$ cat src/rtl/ifb_pkg.sv
package ifb_pkg;

   // Position of an instruction inside a 32-bit fetch word
   typedef enum logic {
      HALF_FIRST  = 1'b0,
      HALF_SECOND = 1'b1
   } half_pos_e;

   // Outcome of evaluating one execution unit
   typedef enum logic [1:0] {
      FIRE_NONE = 2'd0,
      FIRE_PRE  = 2'd1,
      FIRE_POST = 2'd2
   } fire_kind_e;

   localparam int unsigned HALVES_PER_FETCH = 2;

endpackage

$ cat src/rtl/ifb_fetch_match.sv
module ifb_fetch_match
   import ifb_pkg::*;
#(
   parameter int unsigned HA_W = 31,
   parameter int unsigned N_CH = 2
) (
   input  logic                 fetch_valid,
   input  logic [HA_W-2:0]      fetch_wa,
   input  logic [N_CH-1:0]      ch_en,
   input  logic [N_CH*HA_W-1:0] ch_ha,
   output logic [HALVES_PER_FETCH-1:0][N_CH-1:0] half_hit
);

   localparam int unsigned WA_W = HA_W - 1;

   // One comparator per (half, channel) pair
   for (genvar h = 0; h < HALVES_PER_FETCH; h++) begin : g_half
      logic [HA_W-1:0] instr_ha;
      assign instr_ha = {fetch_wa[WA_W-1:0], 1'(h)};
      for (genvar c = 0; c < N_CH; c++) begin : g_ch
         assign half_hit[h][c] = fetch_valid & ch_en[c]
                               & (ch_ha[c*HA_W +: HA_W] == instr_ha);
      end
   end

endmodule

$ cat src/rtl/ifb_tag_table.sv
module ifb_tag_table
   import ifb_pkg::*;
#(
   parameter int unsigned HA_W  = 31,
   parameter int unsigned N_CH  = 2,
   parameter int unsigned DEPTH = 4
) (
   input  logic                  clk,
   input  logic                  rst_n,
   input  logic                  flush,
   input  logic [HALVES_PER_FETCH-1:0][N_CH-1:0] push_hit,
   input  logic [HA_W-2:0]       push_wa,
   input  logic                  q_valid,
   input  logic [HA_W-1:0]       q0_ha,
   input  logic                  q1_en,
   output logic [N_CH-1:0]       q0_hit,
   output logic [N_CH-1:0]       q1_hit
);

   localparam int unsigned IDX_W = (DEPTH > 1) ? $clog2(DEPTH) : 1;

   logic [DEPTH-1:0]  ent_v;
   logic [HA_W-1:0]   ent_ha  [DEPTH];
   logic [N_CH-1:0]   ent_hit [DEPTH];

   logic [DEPTH-1:0]  m0, m1, consume;
   logic [HA_W-1:0]   q1_ha;
   logic [HALVES_PER_FETCH-1:0] push;
   logic [IDX_W-1:0]  f0, f1, slot1;
   logic              f0_ok, f1_ok, ok1;

   assign q1_ha = q0_ha + HA_W'(1);

   for (genvar h = 0; h < HALVES_PER_FETCH; h++) begin : g_push
      assign push[h] = |push_hit[h];
   end

   // Associative lookup of both instructions of the unit
   always_comb begin
      q0_hit = '0;
      q1_hit = '0;
      for (int i = 0; i < DEPTH; i++) begin
         m0[i] = q_valid & ent_v[i] & (ent_ha[i] == q0_ha);
         m1[i] = q_valid & q1_en & ent_v[i] & (ent_ha[i] == q1_ha);
         if (m0[i]) q0_hit = q0_hit | ent_hit[i];
         if (m1[i]) q1_hit = q1_hit | ent_hit[i];
      end
      consume = m0 | m1;
   end

   // First two free slots
   always_comb begin
      f0    = '0;
      f1    = '0;
      f0_ok = 1'b0;
      f1_ok = 1'b0;
      for (int i = 0; i < DEPTH; i++) begin
         if (!ent_v[i]) begin
            if (!f0_ok) begin
               f0    = IDX_W'(i);
               f0_ok = 1'b1;
            end else if (!f1_ok) begin
               f1    = IDX_W'(i);
               f1_ok = 1'b1;
            end
         end
      end
      slot1 = push[HALF_FIRST] ? f1 : f0;
      ok1   = push[HALF_FIRST] ? f1_ok : f0_ok;
   end

   always_ff @(posedge clk) begin
      if (!rst_n) begin
         ent_v <= '0;
         for (int i = 0; i < DEPTH; i++) begin
            ent_ha[i]  <= '0;
            ent_hit[i] <= '0;
         end
      end else begin
         for (int i = 0; i < DEPTH; i++) begin
            if (flush || consume[i]) ent_v[i] <= 1'b0;
         end
         if (push[HALF_FIRST] && f0_ok) begin
            ent_v[f0]   <= 1'b1;
            ent_ha[f0]  <= {push_wa, HALF_FIRST};
            ent_hit[f0] <= push_hit[HALF_FIRST];
         end
         if (push[HALF_SECOND] && ok1) begin
            ent_v[slot1]   <= 1'b1;
            ent_ha[slot1]  <= {push_wa, HALF_SECOND};
            ent_hit[slot1] <= push_hit[HALF_SECOND];
         end
      end
   end

   // A fetch must always find room for every half it arms
   assert_no_overflow_R2 : assert property (@(posedge clk) disable iff (!rst_n)
      (push != '0) |-> ((!push[HALF_FIRST] || f0_ok) && (!push[HALF_SECOND] || ok1)));

   // A flush with no new fetch leaves the table empty
   assert_flush_empties_R3 : assert property (@(posedge clk) disable iff (!rst_n)
      (flush && (push == '0)) |=> (ent_v == '0));

   // An entry found by the lookup is gone in the next cycle unless refilled by a fetch
   assert_consume_once_R3 : assert property (@(posedge clk) disable iff (!rst_n)
      ((consume != '0) && (push == '0)) |=> (($countones(ent_v) < $countones($past(ent_v)))));

endmodule

$ cat src/rtl/ifb_fire.sv
module ifb_fire
   import ifb_pkg::*;
#(
   parameter int unsigned N_CH = 2
) (
   input  logic            clk,
   input  logic            rst_n,
   input  logic            exe_valid,
   input  logic            exe_exc,
   input  logic            exe_dbr,
   input  logic            exe_rte,
   input  logic [N_CH-1:0] hit0,
   input  logic [N_CH-1:0] hit1,
   input  logic [N_CH-1:0] ch_post,
   output logic            brk_req,
   output logic            brk_pre,
   output logic [N_CH-1:0] brk_chan
);

   logic [N_CH-1:0] pre_hits, post_hits, slot_pre;
   logic            slot_ok;
   fire_kind_e      kind;

   // Delay-slot before-execution hits are dropped for a return from exception
   assign slot_ok  = ~(exe_dbr & exe_rte);
   assign slot_pre = hit1 & ~ch_post & {N_CH{slot_ok}};
   assign pre_hits  = (hit0 & ~ch_post) | slot_pre;
   assign post_hits = (hit0 | hit1) & ch_post;

   always_comb begin
      kind = FIRE_NONE;
      if (exe_valid && !exe_exc) begin
         if (pre_hits != '0)       kind = FIRE_PRE;
         else if (post_hits != '0) kind = FIRE_POST;
      end
   end

   always_ff @(posedge clk) begin
      if (!rst_n) begin
         brk_req  <= 1'b0;
         brk_pre  <= 1'b0;
         brk_chan <= '0;
      end else begin
         brk_req <= (kind != FIRE_NONE);
         if (kind == FIRE_PRE) begin
            brk_pre  <= 1'b1;
            brk_chan <= pre_hits;
         end else if (kind == FIRE_POST) begin
            brk_pre  <= 1'b0;
            brk_chan <= post_hits;
         end
      end
   end

   // A request always follows a presented unit that took no exception
   assert_req_follows_unit_R10 : assert property (@(posedge clk) disable iff (!rst_n)
      brk_req |-> $past(exe_valid && !exe_exc));

   assert_exc_silent_R4 : assert property (@(posedge clk) disable iff (!rst_n)
      (exe_valid && exe_exc) |=> !brk_req);

   // Every request names at least one channel
   assert_chan_named_R9 : assert property (@(posedge clk) disable iff (!rst_n)
      brk_req |-> (brk_chan != '0));

   assert_status_hold_R10 : assert property (@(posedge clk) disable iff (!rst_n)
      !brk_req |-> ($stable(brk_chan) && $stable(brk_pre)));

   // A before-trap on a return-from-exception unit must come from the branch itself
   assert_rte_slot_R6 : assert property (@(posedge clk) disable iff (!rst_n)
      (brk_req && brk_pre && $past(exe_rte && exe_dbr)) |->
         ($past(hit0 & ~ch_post) != '0));

endmodule

$ cat src/rtl/ifetch_break_unit.sv
module ifetch_break_unit
   import ifb_pkg::*;
#(
   parameter int unsigned ADDR_W    = 32,
   parameter int unsigned N_CH      = 2,
   parameter int unsigned TAG_DEPTH = 4,
   localparam int unsigned HA_W     = ADDR_W - 1,
   localparam int unsigned WA_W     = ADDR_W - 2
) (
   input  logic                 clk,
   input  logic                 rst_n,
   input  logic [N_CH-1:0]      ch_en,
   input  logic [N_CH-1:0]      ch_post,
   input  logic [N_CH*HA_W-1:0] ch_ha,
   input  logic                 fetch_valid,
   input  logic [WA_W-1:0]      fetch_wa,
   input  logic                 exe_valid,
   input  logic [HA_W-1:0]      exe_ha,
   input  logic                 exe_dbr,
   input  logic                 exe_rte,
   input  logic                 exe_exc,
   input  logic                 pipe_flush,
   output logic                 brk_req,
   output logic                 brk_pre,
   output logic [N_CH-1:0]      brk_chan
);

   // Elaboration-time parameter checks
   if (ADDR_W < 4) begin : g_bad_addr
      $error("ifetch_break_unit: ADDR_W must be at least 4");
   end
   if (N_CH < 1 || N_CH > 2) begin : g_bad_ch
      $error("ifetch_break_unit: N_CH must be 1 or 2");
   end
   if (TAG_DEPTH < HALVES_PER_FETCH) begin : g_bad_depth
      $error("ifetch_break_unit: TAG_DEPTH must hold one full fetch");
   end

   logic [HALVES_PER_FETCH-1:0][N_CH-1:0] half_hit;
   logic [N_CH-1:0] hit0, hit1;
   logic            tbl_flush;

   // Exceptions discard armed fetches just as a squash does
   assign tbl_flush = pipe_flush | (exe_valid & exe_exc);

   ifb_fetch_match #(
      .HA_W (HA_W),
      .N_CH (N_CH)
   ) i_match (
      .fetch_valid (fetch_valid),
      .fetch_wa    (fetch_wa),
      .ch_en       (ch_en),
      .ch_ha       (ch_ha),
      .half_hit    (half_hit)
   );

   ifb_tag_table #(
      .HA_W  (HA_W),
      .N_CH  (N_CH),
      .DEPTH (TAG_DEPTH)
   ) i_table (
      .clk      (clk),
      .rst_n    (rst_n),
      .flush    (tbl_flush),
      .push_hit (half_hit),
      .push_wa  (fetch_wa),
      .q_valid  (exe_valid),
      .q0_ha    (exe_ha),
      .q1_en    (exe_dbr),
      .q0_hit   (hit0),
      .q1_hit   (hit1)
   );

   ifb_fire #(
      .N_CH (N_CH)
   ) i_fire (
      .clk       (clk),
      .rst_n     (rst_n),
      .exe_valid (exe_valid),
      .exe_exc   (exe_exc),
      .exe_dbr   (exe_dbr),
      .exe_rte   (exe_rte),
      .hit0      (hit0),
      .hit1      (hit1),
      .ch_post   (ch_post),
      .brk_req   (brk_req),
      .brk_pre   (brk_pre),
      .brk_chan  (brk_chan)
   );

   // Disabled channels never appear in a request
   assert_disabled_quiet_R1 : assert property (@(posedge clk) disable iff (!rst_n)
      brk_req |-> ((brk_chan & ~$past(ch_en)) == '0));

endmodule

$ cat config.mk
export PLATFORM = sky130hd
export DESIGN_NAME = ifetch_break_unit
export DESIGN_NICKNAME = d
export VERILOG_FILES = /design/src/rtl/ifb_pkg.sv /design/src/rtl/ifb_fetch_match.sv /design/src/rtl/ifb_tag_table.sv /design/src/rtl/ifb_fire.sv /design/src/rtl/ifetch_break_unit.sv
export SDC_FILE = /design/constraint.sdc
export NUM_CORES = 1
export LEC_CHECK = 0
export BUFFER_PORTS_ARGS = -buffer_cell sky130_fd_sc_hd__buf_2
export CAP_MARGIN = 20
export CORE_MARGIN = 1.5
export CORE_UTILIZATION = 44
export DETAILED_ROUTE_END_ITERATION = 8
export HOLD_SLACK_MARGIN = 0.02
export PLACE_DENSITY_LB_ADDON = 0.15
export SLEW_MARGIN = 20
export SYNTH_ARGS = -nofsm -noshare
export SYNTH_HDL_FRONTEND = slang
export SYNTH_HIERARCHICAL = 1
export SYNTH_SLANG_ARGS = --single-unit
$ cat constraint.sdc
create_clock -name clk -period 3.6 [get_ports clk]
set_input_delay 0.36 -clock clk [delete_from_list [all_inputs] [get_ports clk]]
set_output_delay 0.36 -clock clk [all_outputs]
set_load 0.01 [all_outputs]
* Word level (Yosys, flattened, before mapping)
Memory sizes are Yosys's and may differ from the RTL's.
Cells that the tools add are included.
** Storage, ports and cells
- Bits in registers :: 8
- Bits in latches :: 0
- Bits in writable memories :: 132
- Memory bits (read-only) :: 0
- Input bits :: 135
- Output and inout port bits :: 4
- Word-level logic and storage cells :: 162
- Memories :: 2
** Memories
- i_table.ent_ha :: depth 4, bits a word 31, rd ports 4, clocked after memory_dff 0, write ports 4, line ifb_tag_table.sv:23 : logic [HA_W-1:0] ent_ha [DEPTH];
- i_table.ent_hit :: depth 4, bits a word 2, rd ports 4, clocked after memory_dff 0, write ports 4, line ifb_tag_table.sv:24 : logic [N_CH-1:0] ent_hit [DEPTH];
** Operators by class
- Add/subtract/negate cells :: 1
- $mul :: 0
- Div/mod/pow operators :: 0
- Magnitude comparators :: 4
- Equality and inequality tests :: 14
- Shift operators :: 0
- Mux-type cells :: 74
- Bitwise operators :: 43
- Reduce and logical (&&, ||, !) cells :: 20
** Operators by type and width (count)
- equality test 31 bit :: 12
- 2-to-1 mux 2 bit :: 32
- 2-to-1 mux 31 bit :: 2
- OR reduction 31 bit :: 2
- 2-to-1 mux 1 bit :: 35
- adder 31 x 1 -> 31 bit, second input constant :: 1
- bitwise AND 1 bit :: 25
- bitwise OR 2 bit :: 8
- 2-to-1 mux 4 bit :: 3
- bitwise OR 4 bit :: 3
- bitwise AND 2 bit :: 4
- nonzero test 2 bit :: 4
- OR reduction 2 bit :: 4
- < comparator 2 x 3 -> 1 bit, second input constant :: 2
- logical AND 1 bit :: 5
- demux 1 bit (select 2 bit) :: 2
- greater-or-equal comparator 2 x 1 -> 1 bit, second input constant :: 2
- logical OR 1 bit :: 4
- equality test 2 x 1 -> 1 bit, second input constant :: 1
- equality test 2 bit, second input constant :: 1
- inverter 2 bit :: 1
- zero test 1 bit :: 1
- inverter 1 bit :: 1
- bitwise OR 1 bit :: 1

* Depth between registers and ports, before layout
Gate-level depths: netlist of run 1.
- Depth in word-level cells :: 19
- Mapped depth :: 18
- Mapped depth without buffers :: 16

* By module
The synthesis of run 1 kept the hierarchy.
** Modules (own cells, without submodules)
- ifb_tag_table :: times used 1, cells an instance 952, area an instance 9604.2 um^2
- ifb_fetch_match :: times used 1, cells an instance 88, area an instance 683.2 um^2
- ifb_fire :: times used 1, cells an instance 29, area an instance 249.0 um^2
- ifetch_break_unit :: times used 1, cells an instance 1, area an instance 7.5 um^2

* Worst setup path after synthesis of run 1
Ideal clock, no wire load.
- Path kind :: input to register
- From :: input ch_ha[60]
- To :: memory i_table.ent_ha[2][10] (enable)
- Setup time :: 478 ps
- Arrival :: 3361 ps
- Required time :: 3122 ps
- Setup slack :: -238 ps
- Cell stages on the path :: 14
- Path buffers :: 2
- Path through :: xor2_1 > nor4_1 > nand4_1 > nor3_1 > or2_2 > clkbuf_1 > o21ai_0 > o22ai_1 > a21oi_1 > nand2b_1 > nor2b_1 > nor2_1 > clkbuf_1 > nand2_1
** RTL lines
- from (decl) :: line ifetch_break_unit.sv:14 : input logic [N_CH*HA_W-1:0] ch_ha,
- to (decl) :: line ifb_tag_table.sv:23

* Worst setup path in the final report of run 1
- From :: input exe_ha[0]
- To :: register i_fire.brk_pre
** On the way
- Cells in the longest elaborated chain, start to end :: 18
- Elaborated cells between the ends (all ways) :: 46
- Those cells by class :: add/sub: 1; eq/ne: 10; mux: 12; bitwise: 20; reduce/logical: 3
** Ends and longest elaborated chain
- from (decl) :: line ifetch_break_unit.sv:18 : input logic [HA_W-1:0] exe_ha,
- adder 31 x 1 -> 31 bit * :: line ifb_tag_table.sv:32 : assign q1_ha = q0_ha + HA_W'(1);
- equality test 31 bit :: line ifb_tag_table.sv:44 : m1[i] = q_valid & q1_en & ent_v[i] & (ent_ha[i] == q1_ha);
- bitwise AND 1 bit :: line ifb_tag_table.sv:44
- 2-to-1 mux 2 bit :: line ifb_tag_table.sv:46 : if (m1[i]) q1_hit = q1_hit | ent_hit[i];
- bitwise OR 2 bit :: line ifb_tag_table.sv:46
- 2-to-1 mux 2 bit :: line ifb_tag_table.sv:46
- bitwise OR 2 bit :: line ifb_tag_table.sv:46
- 2-to-1 mux 2 bit :: line ifb_tag_table.sv:46
- [... 2 more ...]
- named net hit1[0] :: line ifetch_break_unit.sv:40 : logic [N_CH-1:0] hit0, hit1;
- bitwise AND 2 bit or bitwise OR 2 bit (tied branches) :: line ifb_fire.sv:26, ifb_fire.sv:28
- bitwise AND 2 bit, on equally long branches :: line ifb_fire.sv:26, ifb_fire.sv:28
- bitwise OR 2 bit or nonzero test 2 bit (tied branches) :: line ifb_fire.sv:27, ifb_fire.sv:34
- nonzero test 2 bit or 2-to-1 mux 2 bit (tied branches) :: line ifb_fire.sv:33, ifb_fire.sv:34
- 2-to-1 mux 2 bit * :: line ifb_fire.sv:33 : if (pre_hits != '0) kind = FIRE_PRE;
- 2-to-1 mux 2 bit * :: line ifb_fire.sv:32 : if (exe_valid && !exe_exc) begin
- equality test 2 x 1 -> 1 bit or equality test 2 bit (tied branches) :: line ifb_fire.sv:45, ifb_fire.sv:48
- 2-to-1 mux 1 bit or nonzero test 2 bit (tied branches)
- to (signal assigned) :: line ifb_fire.sv:41 : brk_pre <= 1'b0;
- to (signal assigned) :: line ifb_fire.sv:46 : brk_pre <= 1'b1;
- to (signal assigned) :: line ifb_fire.sv:49 : brk_pre <= 1'b0;
- to (decl) :: line ifb_fire.sv:16 : output logic brk_pre,
The timed path passes the listed nets; every way through them passes the cells marked *.
A chain may end at the register's enable or synchronous reset.

==> results of run 1 <==
sequential cells by signal, indices dropped and copies added (netlist names):
register / count
i_table/ent_hit: 8
i_table/ent_v: 4
i_fire/brk_pre: 1
i_fire/brk_req: 1
i_fire/brk_chan: 2
i_table/ent_ha: 124
critical path, cell delays in order:
cell and delay [ps]:
buf_2 110, ha_2 190, and3_4 250, nand4_4 190, or4_1 570, a22oi_1 230, nand4_1 140, buf_4 170
nor4_4 320, buf_4 190, a22o_1 140, a221o_1 140, a21boi_4 200, o21ai_2 80, nand2_2 70, nand2_2 60
ha_4 280, and3b_1 160, a41o_1 210
metal layers:
layer / part of all wire, % / GRT usage (%) / vias up
met3: 7.2 / 5.97 / 78
met2: 47 / 60.4 / 467
met5: 0 / 0 / -
li1: - / - / 4619
met4: 3.0 / 12.9 / 0
met1: 43 / 49.3 / 4845
layout by cell type (no fill, tap or decap), drive strengths merged, types with 4 or more instances in the layout:
cell and n:
a31oi 9, edfxtp 128, or3 12, o31ai 12, or4 7, nand3 42
xnor2 122, nor2b 131, inv 24, a21boi 4, dfxtp 12, clkinvlp 4
nor3 28, xor2 139, nand2b 12, and4 8, and2 6, clkinv 6
a21oi 15, mux2i 5, a21o 5, nor2 34, nor3b 5, clkbuf 18
nor4 49, a22o 4, o211ai 4, nand4 47, buf 420, nand2 49
ha 5, o21ai 32, and3 13
stage by stage:
| stage | hold slack, ps | setup WS [ps] |
|---|---|---|
| floorplan | 444 | 0.442 |
| global placement | 502 | -708 |
| detailed placement | 503 | -726 |
| CTS | 269 | -110 |
| global route | 304 | -283 |
| finish | 287 | -173 |
worst min-delay path by stage:
stage	cells past startpoint	end
6_report	4	i_fire/brk_chan[1]$_SDFFE_PN0P_
5_1_grt	4	i_fire/brk_chan[1]$_SDFFE_PN0P_
4_1_cts	4	i_fire/brk_chan[1]$_SDFFE_PN0P_
3_5_place_dp	2	i_table/ent_ha[1][0]$_SDFFE_PP1P_
3_3_place_gp	2	i_table/ent_ha[1][0]$_SDFFE_PP1P_
2_1_floorplan	2	i_table/ent_ha[2][0]$_SDFFE_PP1P_
final cells by class:
cell class	instances	area (sq um)
Inverter	20	75.1
Clock buffer	18	439
Tap cell	319	399
Fill cell	2049	9060
Clock inverter	14	111
Sequential cell	140	4080
Multi-Input combinational cell	850	6340
Timing Repair Buffer	420	2970
cells by family (layout without fill, tap and decap cells):
kind of cell	after synthesis	count (layout)	synth area share, %
flops	140	140	38.7
compound gates	118	118	7.70
xor+xnor	261	261	21.7
buf+inv	80	472	3.51
fa+ha+maj	6	6	0.688
simple gates	460	460	27.2
mux	5	5	0.475
repair_timing:
| action | 4_1_cts | 5_1_grt |
|---|---|---|
| gates resized for setup | 10 | 18 |
| pin swaps | 7 | 9 |
| gates cloned | 0 | 0 |
| buffers inserted | 2 | 5 |
| setup endpoints to repair | 4 | 3 |
power breakdown:
group          switching (mW)  total [mW]  internal (mW)
Clock                   0.771        1.68          0.910
Combinational           0.568        1.00          0.435
Sequential             0.0390        1.86           1.82
==> results_tabular.tex, run 1 <==
\begin{tabular}{lr}
\hline
Metric & Value \\
\hline
\multicolumn{2}{l}{\textbf{Outcome}} \\
\quad Result of the run & complete, but fails checks \\
\quad Violations in the final reports & setup timing \\
\multicolumn{2}{l}{\textbf{Die}} \\
\quad Die Area & 0.0249 sq mm \\
\quad Width of the die & 158 um \\
\quad Initial core utilization & 44.9\% \\
\quad Core area & 0.0235 sq mm \\
\quad DIE HEIGHT & 158 um \\
\quad Number of standard-cell rows in the floorplan & 56 \\
\quad Count of boundary I/O pins & 139 \\
\multicolumn{2}{l}{\textbf{Min path}} \\
\quad Hold\_sp & ch\_post[1] \\
\quad Kind of path behind the tightest hold check & in2reg \\
\multicolumn{2}{l}{\textbf{Drt}} \\
\quad Mean routed wirelength per cell & 25.1 um \\
\quad Router iterations before antenna repair & 5 \\
\quad Number of DRC markers after the initial detailed-route iteration & 873 \\
\quad Total via count after detailed routing & 10000 \\
\quad DRT Wirelength & 44700 um \\
\quad Residual antenna-violating net count after detailed routing & 0 \\
\quad Post-detailed-route via-to-cell ratio & 5.62 \\
\quad DRC violations left & 0 \\
\multicolumn{2}{l}{\textbf{CTS}} \\
\quad Maximum clock insertion buffer count & 2 \\
\quad Clock root buffer & clkbuf\_16 \\
\quad Clock input transition at the sequential cells of the worst setup and hold paths & 60 ps \\
\quad CTS tree & done \\
\quad H-Tree Level Count & 4 \\
\quad Clock network latency to the later pin of the worst-skew pair & 430 ps \\
\quad Hold\_buf cts & 0 \\
\quad Total number of clock tree sinks & 140 \\
\quad Clock buffer count from CTS & 17 \\
\multicolumn{2}{l}{\textbf{Pwr}} \\
\quad Maximum resistive drop on vdd & 0.250 mV \\
\quad Pwr per Cell Area & 315 mW/mm\^{}2 \\
\quad Overall power after layout & 4.55 mW \\
\quad Static power due to leakage & 5.63 nW \\
\multicolumn{2}{l}{\textbf{Timing}} \\
\quad Max\_slew headroom & 59.7\% \\
\quad Final worst setup slack & -173 ps \\
\quad Final setup violation count & 3 \\
\quad Slew of the pin with the lowest slew margin & 603 ps \\
\quad Count of final max-slew check failures & 0 \\
\quad Final Hold Viols & 0 \\
\quad Worst-case clock skew & 9.60 ps \\
\quad Shortest period the worst path allows & 3770 ps \\
\quad Highest Clock Rate & 265 MHz \\
\quad Unrepaired setup endpoints after global routing & true \\
\quad Period utilisation layout & 105\% \\
\quad Setup tns final & -284 ps \\
\multicolumn{2}{l}{\textbf{Placed design}} \\
\quad Count of buffers from port buffering & 138 \\
\quad Total instance count after detailed placement & 1742 \\
\quad Routability-driven placement congestion ratio & 1.04 \\
\quad Total placed instance area & 0.0137 sq mm \\
\quad Final HPWL from detailed placement & 36500 um \\
\multicolumn{2}{l}{\textbf{GRT}} \\
\quad Overall routing resource usage & 36.9\% \\
\quad GRT overflow & 0 \\
\quad Number of global-route vias before repair & 9592 \\
\quad Antenna violations before repair & 2 \\
\quad Largest net degree at the start of global routing & 32 \\
\quad First-pass GRT wire length & 64000 um \\
\multicolumn{2}{l}{\textbf{Layout}} \\
\quad Number of nets at the end of the flow & 1589 \\
\quad Utilization of the core after routing & 61.4\% \\
\quad Design Area, Final & 0.0144 sq mm \\
\quad Total inserted antenna cells & 0 \\
\quad Share of cells above drive strength 1 & 35.4\% \\
\quad Signed area change from the synthesized netlist to the final layout & 36.7\% \\
\quad Post-route non-filler standard cell count & 1781 \\
\multicolumn{2}{l}{\textbf{Logic synthesis}} \\
\quad Most common library cells after synthesis & xor2\_1, nor2b\_1, edfxtp\_1, xnor2\_1, nand2\_1 \\
\quad Warnings from Yosys & 6 \\
\quad Cell types with the largest area share after synthesis & edfxtp\_1, xor2\_1, xnor2\_1, nor2b\_1, nand4\_1 \\
\quad Most common cell in the netlist & xor2\_1 \\
\quad Post-synthesis sequential element count & 140 \\
\quad Area share of the largest cell type after synthesis & 36.5\% \\
\quad Synth Net Count & 1210 \\
\quad Instance count of the mapped netlist & 1070 \\
\quad Synthesized area & 0.0105 sq mm \\
\quad Average cell area after synthesis & 9.85 sq um \\
\quad Synth cell types & 75 \\
\quad Portion of the post-synthesis area used by sequential elements & 38.7\% \\
\quad Number of synthesized flops with an enable pin & 128 \\
\quad Flip-flop cell with the highest count after synthesis & edfxtp\_1 \\
\quad Async S/R FF share, synth & 0\% \\
\quad Cell taking the most area after synthesis & edfxtp\_1 \\
\multicolumn{2}{l}{\textbf{Setup path}} \\
\quad Endpoint kind of the worst setup timing path & flip-flop \\
\quad Worst Setup SP & exe\_ha[0] \\
\quad Startpoint types & primary input \\
\quad FF-to-FF End & i\_fire/brk\_pre\$\_SDFFE\_PN0P\_ \\
\quad Critical path class & in2reg \\
\quad Slack of the worst reg-to-reg path & -150 ps \\
\quad FF-to-FF Start & i\_table/ent\_ha[3][8]\$\_DFFE\_PP\_ \\
\quad R2R depth & 17 \\
\quad Largest fanout on the critical path & 6 \\
\quad WP data arrival & 4090 ps \\
\quad Required arrival time at the worst endpoint & 3910 ps \\
\quad Termination of the worst setup path & i\_fire/brk\_pre\$\_SDFFE\_PN0P\_ \\
\multicolumn{2}{l}{\textbf{Run}} \\
\quad Max-capacitance violation count & 0 \\
\hline
\end{tabular}
Note: power is estimated with default switching activity, not from simulation.
==> inputs of run 2 (changes only) <==
--- a/config.mk
+++ b/config.mk
@@ -17,3 +17,4 @@
 export SYNTH_HDL_FRONTEND = slang
 export SYNTH_HIERARCHICAL = 1
 export SYNTH_SLANG_ARGS = --single-unit
+export TNS_END_PERCENT = 50
==> run 2 against run 1 <==
The flow still finishes with violations (setup timing). Clock skew rose by 4.0 ps. Sequential share of layout area barely moved. Flip-flop and latch count did not move. Via count rose by 0.60%.
==> results_tabular.tex, run 2 (synthesis gave the netlist of run 1 again) <==
\begin{tabular}{lr}
\hline
Metric & Value \\
\hline
\multicolumn{2}{l}{\textbf{Outcome}} \\
\quad Result of the run & complete, but fails checks \\
\quad Violations in the final reports & setup timing \\
\multicolumn{2}{l}{\textbf{Die}} \\
\quad Width of the die & 158 um \\
\quad Initial core utilization & 44.9\% \\
\quad Core area & 0.0235 sq mm \\
\quad Die Area & 0.0249 sq mm \\
\quad Number of standard-cell rows in the floorplan & 56 \\
\quad Count of boundary I/O pins & 139 \\
\quad DIE HEIGHT & 158 um \\
\multicolumn{2}{l}{\textbf{Timing}} \\
\quad Max\_slew headroom & 56.3\% \\
\quad Shortest period the worst path allows & 3700 ps \\
\quad Final Hold Viols & 0 \\
\quad Worst-case clock skew & 13.6 ps \\
\quad Count of final max-slew check failures & 0 \\
\quad Setup tns final & -163 ps \\
\quad Period utilisation layout & 103\% \\
\quad Highest Clock Rate & 270 MHz \\
\quad Final worst setup slack & -98.0 ps \\
\quad Slew of the pin with the lowest slew margin & 646 ps \\
\quad Unrepaired setup endpoints after global routing & true \\
\quad Final setup violation count & 3 \\
\multicolumn{2}{l}{\textbf{Layout}} \\
\quad Register containing the most flip-flops in the final layout & i\_table/ent\_ha \\
\quad Biggest registers after layout & i\_table/ent\_ha (124), i\_table/ent\_hit (8), i\_table/ent\_v (4) \\
\quad Area of combinational cells with multiple inputs & 0.00637 sq mm \\
\quad Most common library cell in the layout ignoring fill and taps & buf\_4 \\
\quad Filler Cells Inserted & 2061 \\
\quad Number of nets at the end of the flow & 1584 \\
\quad Total inserted antenna cells & 0 \\
\quad Most used cells in the layout excluding fill and tap cells & buf\_4, xor2\_1, buf\_2 \\
\quad Signed area change from the synthesized netlist to the final layout & 36.9\% \\
\quad Post-route non-filler standard cell count & 1776 \\
\quad Footprint of the flip-flops and latches & 0.00408 sq mm \\
\quad Max FFs per register & 124 \\
\quad Share of cells above drive strength 1 & 35.2\% \\
\multicolumn{2}{l}{\textbf{Drt}} \\
\quad Post-detailed-route via-to-cell ratio & 5.67 \\
\quad Mean routed wirelength per cell & 25.4 um \\
\quad DRC violations left & 0 \\
\quad DRT Wirelength & 45000 um \\
\quad Residual antenna-violating net count after detailed routing & 0 \\
\quad Total via count after detailed routing & 10100 \\
\quad Router iterations before antenna repair & 6 \\
\quad Number of DRC markers after the initial detailed-route iteration & 1047 \\
\multicolumn{2}{l}{\textbf{Setup path}} \\
\quad CP max stage cell & or4\_4 \\
\quad Largest fanout on the critical path & 3 \\
\quad Crit-path max cell delay & 460 ps \\
\quad Critical path class & reg2reg \\
\quad Required arrival time at the worst endpoint & 3910 ps \\
\quad WP data arrival & 4010 ps \\
\quad Endpoint kind of the worst setup timing path & flip-flop \\
\quad Critical-path cell list & xnor2\_2, xor2\_1, or4\_4, nor4\_4, buf\_4, nand4\_1, nor4\_4, buf\_4, a22o\_1, a221o\_1, a21boi\_4, o21ai\_2, nand2\_1, nand2\_2, ha\_4, and3b\_1, a41o\_1 \\
\quad Startpoint types & flip-flop \\
\multicolumn{2}{l}{\textbf{Placed design}} \\
\quad Total instance count after detailed placement & 1740 \\
\quad Count of buffers from port buffering & 138 \\
\quad DP Worst Slack & -626 ps \\
\quad Routability-driven placement congestion ratio & 1.01 \\
\quad Final HPWL from detailed placement & 36000 um \\
\multicolumn{2}{l}{\textbf{Pwr}} \\
\quad Static power due to leakage & 5.66 nW \\
\quad Pwr per Cell Area & 325 mW/mm\^{}2 \\
\quad Overall power after layout & 4.69 mW \\
\quad Maximum resistive drop on vdd & 0.283 mV \\
\multicolumn{2}{l}{\textbf{CTS}} \\
\quad Clock buffer count from CTS & 17 \\
\quad Clock root buffer & clkbuf\_16 \\
\quad Clock input transition at the sequential cells of the worst setup and hold paths & 60 ps \\
\quad H-Tree Level Count & 4 \\
\quad CTS tree & done \\
\quad Clock network latency to the later pin of the worst-skew pair & 430 ps \\
\quad Total number of clock tree sinks & 140 \\
\quad Maximum clock insertion buffer count & 2 \\
\quad Hold\_buf cts & 0 \\
\multicolumn{2}{l}{\textbf{GRT}} \\
\quad Number of global-route vias before repair & 9642 \\
\quad First-pass GRT wire length & 64100 um \\
\quad Antenna violations before repair & 1 \\
\quad GRT overflow & 0 \\
\quad Largest net degree at the start of global routing & 33 \\
\quad Overall routing resource usage & 36.9\% \\
\multicolumn{2}{l}{\textbf{Min path}} \\
\quad Kind of path behind the tightest hold check & in2reg \\
\multicolumn{2}{l}{\textbf{Run}} \\
\quad Max-capacitance violation count & 0 \\
\hline
\end{tabular}
run 2: final cells by class:
class                   count  area share (%)
flip-flops and latches    140            28.3
clock inverters            15            1.14
inverters                  20           0.520
well taps                 319            2.77
multi-input cells         851            44.1
clock buffers              17            2.95
repair buffers            414            20.2
run 2: path summary, 6_finish.rpt:
path / slack [ps] / to / cells after the start / start
min reg2reg: 490 / i_table/ent_ha[2][0]$_SDFFE_PP1P_ / 2 / i_table/ent_ha[2][0]$_SDFFE_PP1P_
min: 300 / i_fire/brk_chan[1]$_SDFFE_PN0P_ / 4 / ch_post[1]
max: -100 / i_fire/brk_pre$_SDFFE_PN0P_ / 17 / i_table/ent_ha[2][3]$_DFFE_PP_
max reg2reg: -100 / i_fire/brk_pre$_SDFFE_PN0P_ / 17 / i_table/ent_ha[2][3]$_DFFE_PP_
run 2: metal layers:
metal	part of all wire, %	up-vias	global-route usage [%]
met4	4.1	0	15.2
met1	42	4890	48.9
met5	0	-	0
met2	46	481	60.0
met3	7.6	92	5.80
li1	-	4606	-
run 2: what timing repair did:
action | CTS | global route
pin swaps | 15 | 3
cloned | 1 | 0
buffers inserted | 2 | 1
gates resized for setup | 18 | 10
endpoints found under the setup margin | 3 | 3
run 2: per-stage QoR:
stage               instance area (sq um)  hold slack (ps)  util, %
global route                        14400              308     61.5
floorplan                           10600              444        -
detailed placement                  13700              482     58.3
CTS                                 14400              285     61.3
finish                              14400              301     61.5
global placement                    13700              488     58.3
run 2: critical path: cells and delay by family, from the launching register on:
family	cells	cell delay (ps)
and+or+nand+nor	7	1480
xor gates and xnor gates	2	330
buffers and inverters	2	340
AOI/OAI and AO/OA	5	750
DFF	1	420
adders and majority gates	1	270
run 2: where the power goes:
part	internal, mW	switching [mW]	total [mW]	leakage, nW
combinational	0.433	0.571	1.00	3.99
sequential	1.82	0.0382	1.86	1.39
clock	1.03	0.795	1.83	0.280
==> inputs of run 3 (changes only) <==
==> constraint.sdc (replaced) <==
create_clock -name clk -period 3.6 [get_ports clk]
set_input_delay 0.36 -clock clk [delete_from_list [all_inputs] [get_ports clk]]
set_output_delay 0.36 -clock clk [all_outputs]
set_load 0.1 [all_outputs]
==> run 3 against run 2 <==
The flow still finishes with violations (setup timing). First-iteration DRC count rose by 0.96%. Cell area about the same. Power increased by 0.67%. Count of clock-buffer cells in the layout did not move. Fmax down 2.0%. Wire length decreased by 1.8%. Critical path type is now in2reg. Critical endpoint unchanged.
==> results_tabular.tex, run 3 (synthesis gave the netlist of run 1 again) <==
\begin{tabular}{lr}
\hline
Metric & Value \\
\hline
\multicolumn{2}{l}{\textbf{GRT}} \\
\quad Number of global-route vias before repair & 9793 \\
\quad Largest net degree at the start of global routing & 32 \\
\quad First-pass GRT wire length & 63900 um \\
\quad GRT overflow & 0 \\
\quad Overall routing resource usage & 36.6\% \\
\quad Antenna violations before repair & 2 \\
\multicolumn{2}{l}{\textbf{Layout}} \\
\quad Most used cells in the layout excluding fill and tap cells & buf\_4, xor2\_1, buf\_2 \\
\quad Register containing the most flip-flops in the final layout & i\_table/ent\_ha \\
\quad Max FFs per register & 124 \\
\quad Total inserted antenna cells & 0 \\
\quad Signed area change from the synthesized netlist to the final layout & 37.0\% \\
\quad Most common library cell in the layout ignoring fill and taps & buf\_4 \\
\quad Share of cells above drive strength 1 & 35.1\% \\
\quad Biggest registers after layout & i\_table/ent\_ha (124), i\_table/ent\_hit (8), i\_table/ent\_v (4) \\
\quad Number of nets at the end of the flow & 1584 \\
\multicolumn{2}{l}{\textbf{CTS}} \\
\quad Clock input transition at the sequential cells of the worst setup and hold paths & 70 ps \\
\quad CTS tree & done \\
\quad Total number of clock tree sinks & 140 \\
\quad Clock network latency to the later pin of the worst-skew pair & 440 ps \\
\quad Clock buffer count from CTS & 17 \\
\quad H-Tree Level Count & 4 \\
\quad Maximum clock insertion buffer count & 2 \\
\quad Clock root buffer & clkbuf\_16 \\
\multicolumn{2}{l}{\textbf{Setup path}} \\
\quad R2R depth & 17 \\
\quad Critical path class & in2reg \\
\quad Worst Setup SP & exe\_ha[6] \\
\quad Required arrival time at the worst endpoint & 3930 ps \\
\quad Slack of the worst reg-to-reg path & -160 ps \\
\quad Largest fanout on the critical path & 11 \\
\quad FF-to-FF End & i\_fire/brk\_pre\$\_SDFFE\_PN0P\_ \\
\quad Startpoint types & primary input \\
\quad Endpoint kind of the worst setup timing path & flip-flop \\
\quad FF-to-FF Start & i\_table/ent\_ha[3][8]\$\_DFFE\_PP\_ \\
\quad WP data arrival & 4100 ps \\
\quad Termination of the worst setup path & i\_fire/brk\_pre\$\_SDFFE\_PN0P\_ \\
\multicolumn{2}{l}{\textbf{Die}} \\
\quad Number of standard-cell rows in the floorplan & 56 \\
\quad DIE HEIGHT & 158 um \\
\quad Core area & 0.0235 sq mm \\
\quad Width of the die & 158 um \\
\quad Die Area & 0.0249 sq mm \\
\quad Count of boundary I/O pins & 139 \\
\quad Initial core utilization & 44.9\% \\
\multicolumn{2}{l}{\textbf{Timing}} \\
\quad Slew of the pin with the lowest slew margin & 632 ps \\
\quad Final worst setup slack & -173 ps \\
\quad Unrepaired setup endpoints after global routing & true \\
\quad Shortest period the worst path allows & 3770 ps \\
\quad Final Hold Viols & 0 \\
\quad Setup tns final & -354 ps \\
\quad Period utilisation layout & 105\% \\
\quad Worst-case clock skew & 11.2 ps \\
\quad Max\_slew headroom & 57.5\% \\
\quad Highest Clock Rate & 265 MHz \\
\quad Final setup violation count & 3 \\
\quad Count of final max-slew check failures & 0 \\
\multicolumn{2}{l}{\textbf{Placed design}} \\
\quad Count of buffers from port buffering & 138 \\
\quad Final HPWL from detailed placement & 36400 um \\
\quad Routability-driven placement congestion ratio & 1.08 \\
\multicolumn{2}{l}{\textbf{Drt}} \\
\quad Post-detailed-route via-to-cell ratio & 5.62 \\
\quad Residual antenna-violating net count after detailed routing & 0 \\
\quad Number of DRC markers after the initial detailed-route iteration & 1057 \\
\quad Mean routed wirelength per cell & 24.9 um \\
\quad DRC violations left & 0 \\
\quad DRT Wirelength & 44200 um \\
\quad Router iterations before antenna repair & 5 \\
\quad Total via count after detailed routing & 9984 \\
\multicolumn{2}{l}{\textbf{Run}} \\
\quad Max-capacitance violation count & 0 \\
\multicolumn{2}{l}{\textbf{Outcome}} \\
\quad Result of the run & complete, but fails checks \\
\quad Violations in the final reports & setup timing \\
\multicolumn{2}{l}{\textbf{Pwr}} \\
\quad Static power due to leakage & 5.67 nW \\
\quad Overall power after layout & 4.73 mW \\
\quad Pwr per Cell Area & 327 mW/mm\^{}2 \\
\quad Maximum resistive drop on vdd & 0.256 mV \\
\multicolumn{2}{l}{\textbf{Min path}} \\
\quad Kind of path behind the tightest hold check & in2reg \\
\hline
\end{tabular}
[run 3: changes by cell type in the layout (fill, tap and decap cells not counted), sizes merged]
| cell | delta |
|---|---|
| clkinvlp | -2 |
| clkinv | -1 |
| inv | +3 |
| or3 | -1 |
| clkbuf | +1 |
[run 3: worst min-delay path by stage]
stage	startpoint	cells after the start	slack, ps	endpoint
3_3_place_gp	i_table/ent_ha[2][0]$_SDFFE_PP1P_	2	490	i_table/ent_ha[2][0]$_SDFFE_PP1P_
3_5_place_dp	i_table/ent_ha[1][0]$_SDFFE_PP1P_	2	500	i_table/ent_ha[1][0]$_SDFFE_PP1P_
6_report	ch_post[1]	4	280	i_fire/brk_chan[1]$_SDFFE_PN0P_
2_1_floorplan	i_table/ent_ha[2][0]$_SDFFE_PP1P_	2	440	i_table/ent_ha[2][0]$_SDFFE_PP1P_
5_1_grt	ch_post[1]	4	300	i_fire/brk_chan[1]$_SDFFE_PN0P_
4_1_cts	ch_post[1]	4	260	i_fire/brk_chan[1]$_SDFFE_PN0P_
[run 3: power breakdown]
group / switching, mW / internal (mW)
Clock: 0.811 / 1.05
Sequential: 0.0375 / 1.82
Combinational: 0.567 / 0.435
Total: 1.42 / 3.31
[run 3: metrics by stage]
step           setup WS [ps]  cell area, sq um  hold slack (ps)  util (%)  std cells
3_3_place_gp            -750             13700              495      58.3       1741
6_report                -173             14400              278      61.5       1776
2_1_floorplan           -194             10700              444         -       1070
3_5_place_dp            -818             13700              504      58.3       1741
5_1_grt                 -278             14400              302      61.5       1776
4_1_cts                 -102             14400              263      61.4       1776
[run 3: layout make-up]
cell class,count,area [sq um]
Clock buffer,17,425
Clock inverter,15,183
Fill cell,2031,9030
Inverter,20,75.1
Multi-Input combinational cell,850,6340
Sequential cell,140,4080
Tap cell,319,399
Timing Repair Buffer,415,2940
[run 3: critical path, stage by stage]
cell and delay (ps):
buf_2 130, and4_1 280, buf_4 150, nand4_4 200, or4_1 590, a22oi_1 190
nand4_1 190, nor4_4 440, buf_4 190, a22o_1 130, a221o_1 130, a21boi_2 200
o21ai_2 80, nand2_1 90, nand2_2 80, ha_4 280, and3b_1 170, a41o_1 210
[run 3: layer usage]
metal  track usage, %  share of wire, %  vias up
li1                 -                 -     4602
met1             49.0                43     4822
met2             58.4                46      480
met3             6.43               7.8       80
met4             14.6               3.7        0
met5                0                 0        -
[run 3: what timing repair did]
item | CTS | global route
hold buffers | 0 | 0
setup buffers | 3 | 0
gates resized for setup | 18 | 4
pin swaps | 11 | 3
gates cloned | 0 | 0
endpoints found under the setup margin | 3 | 3
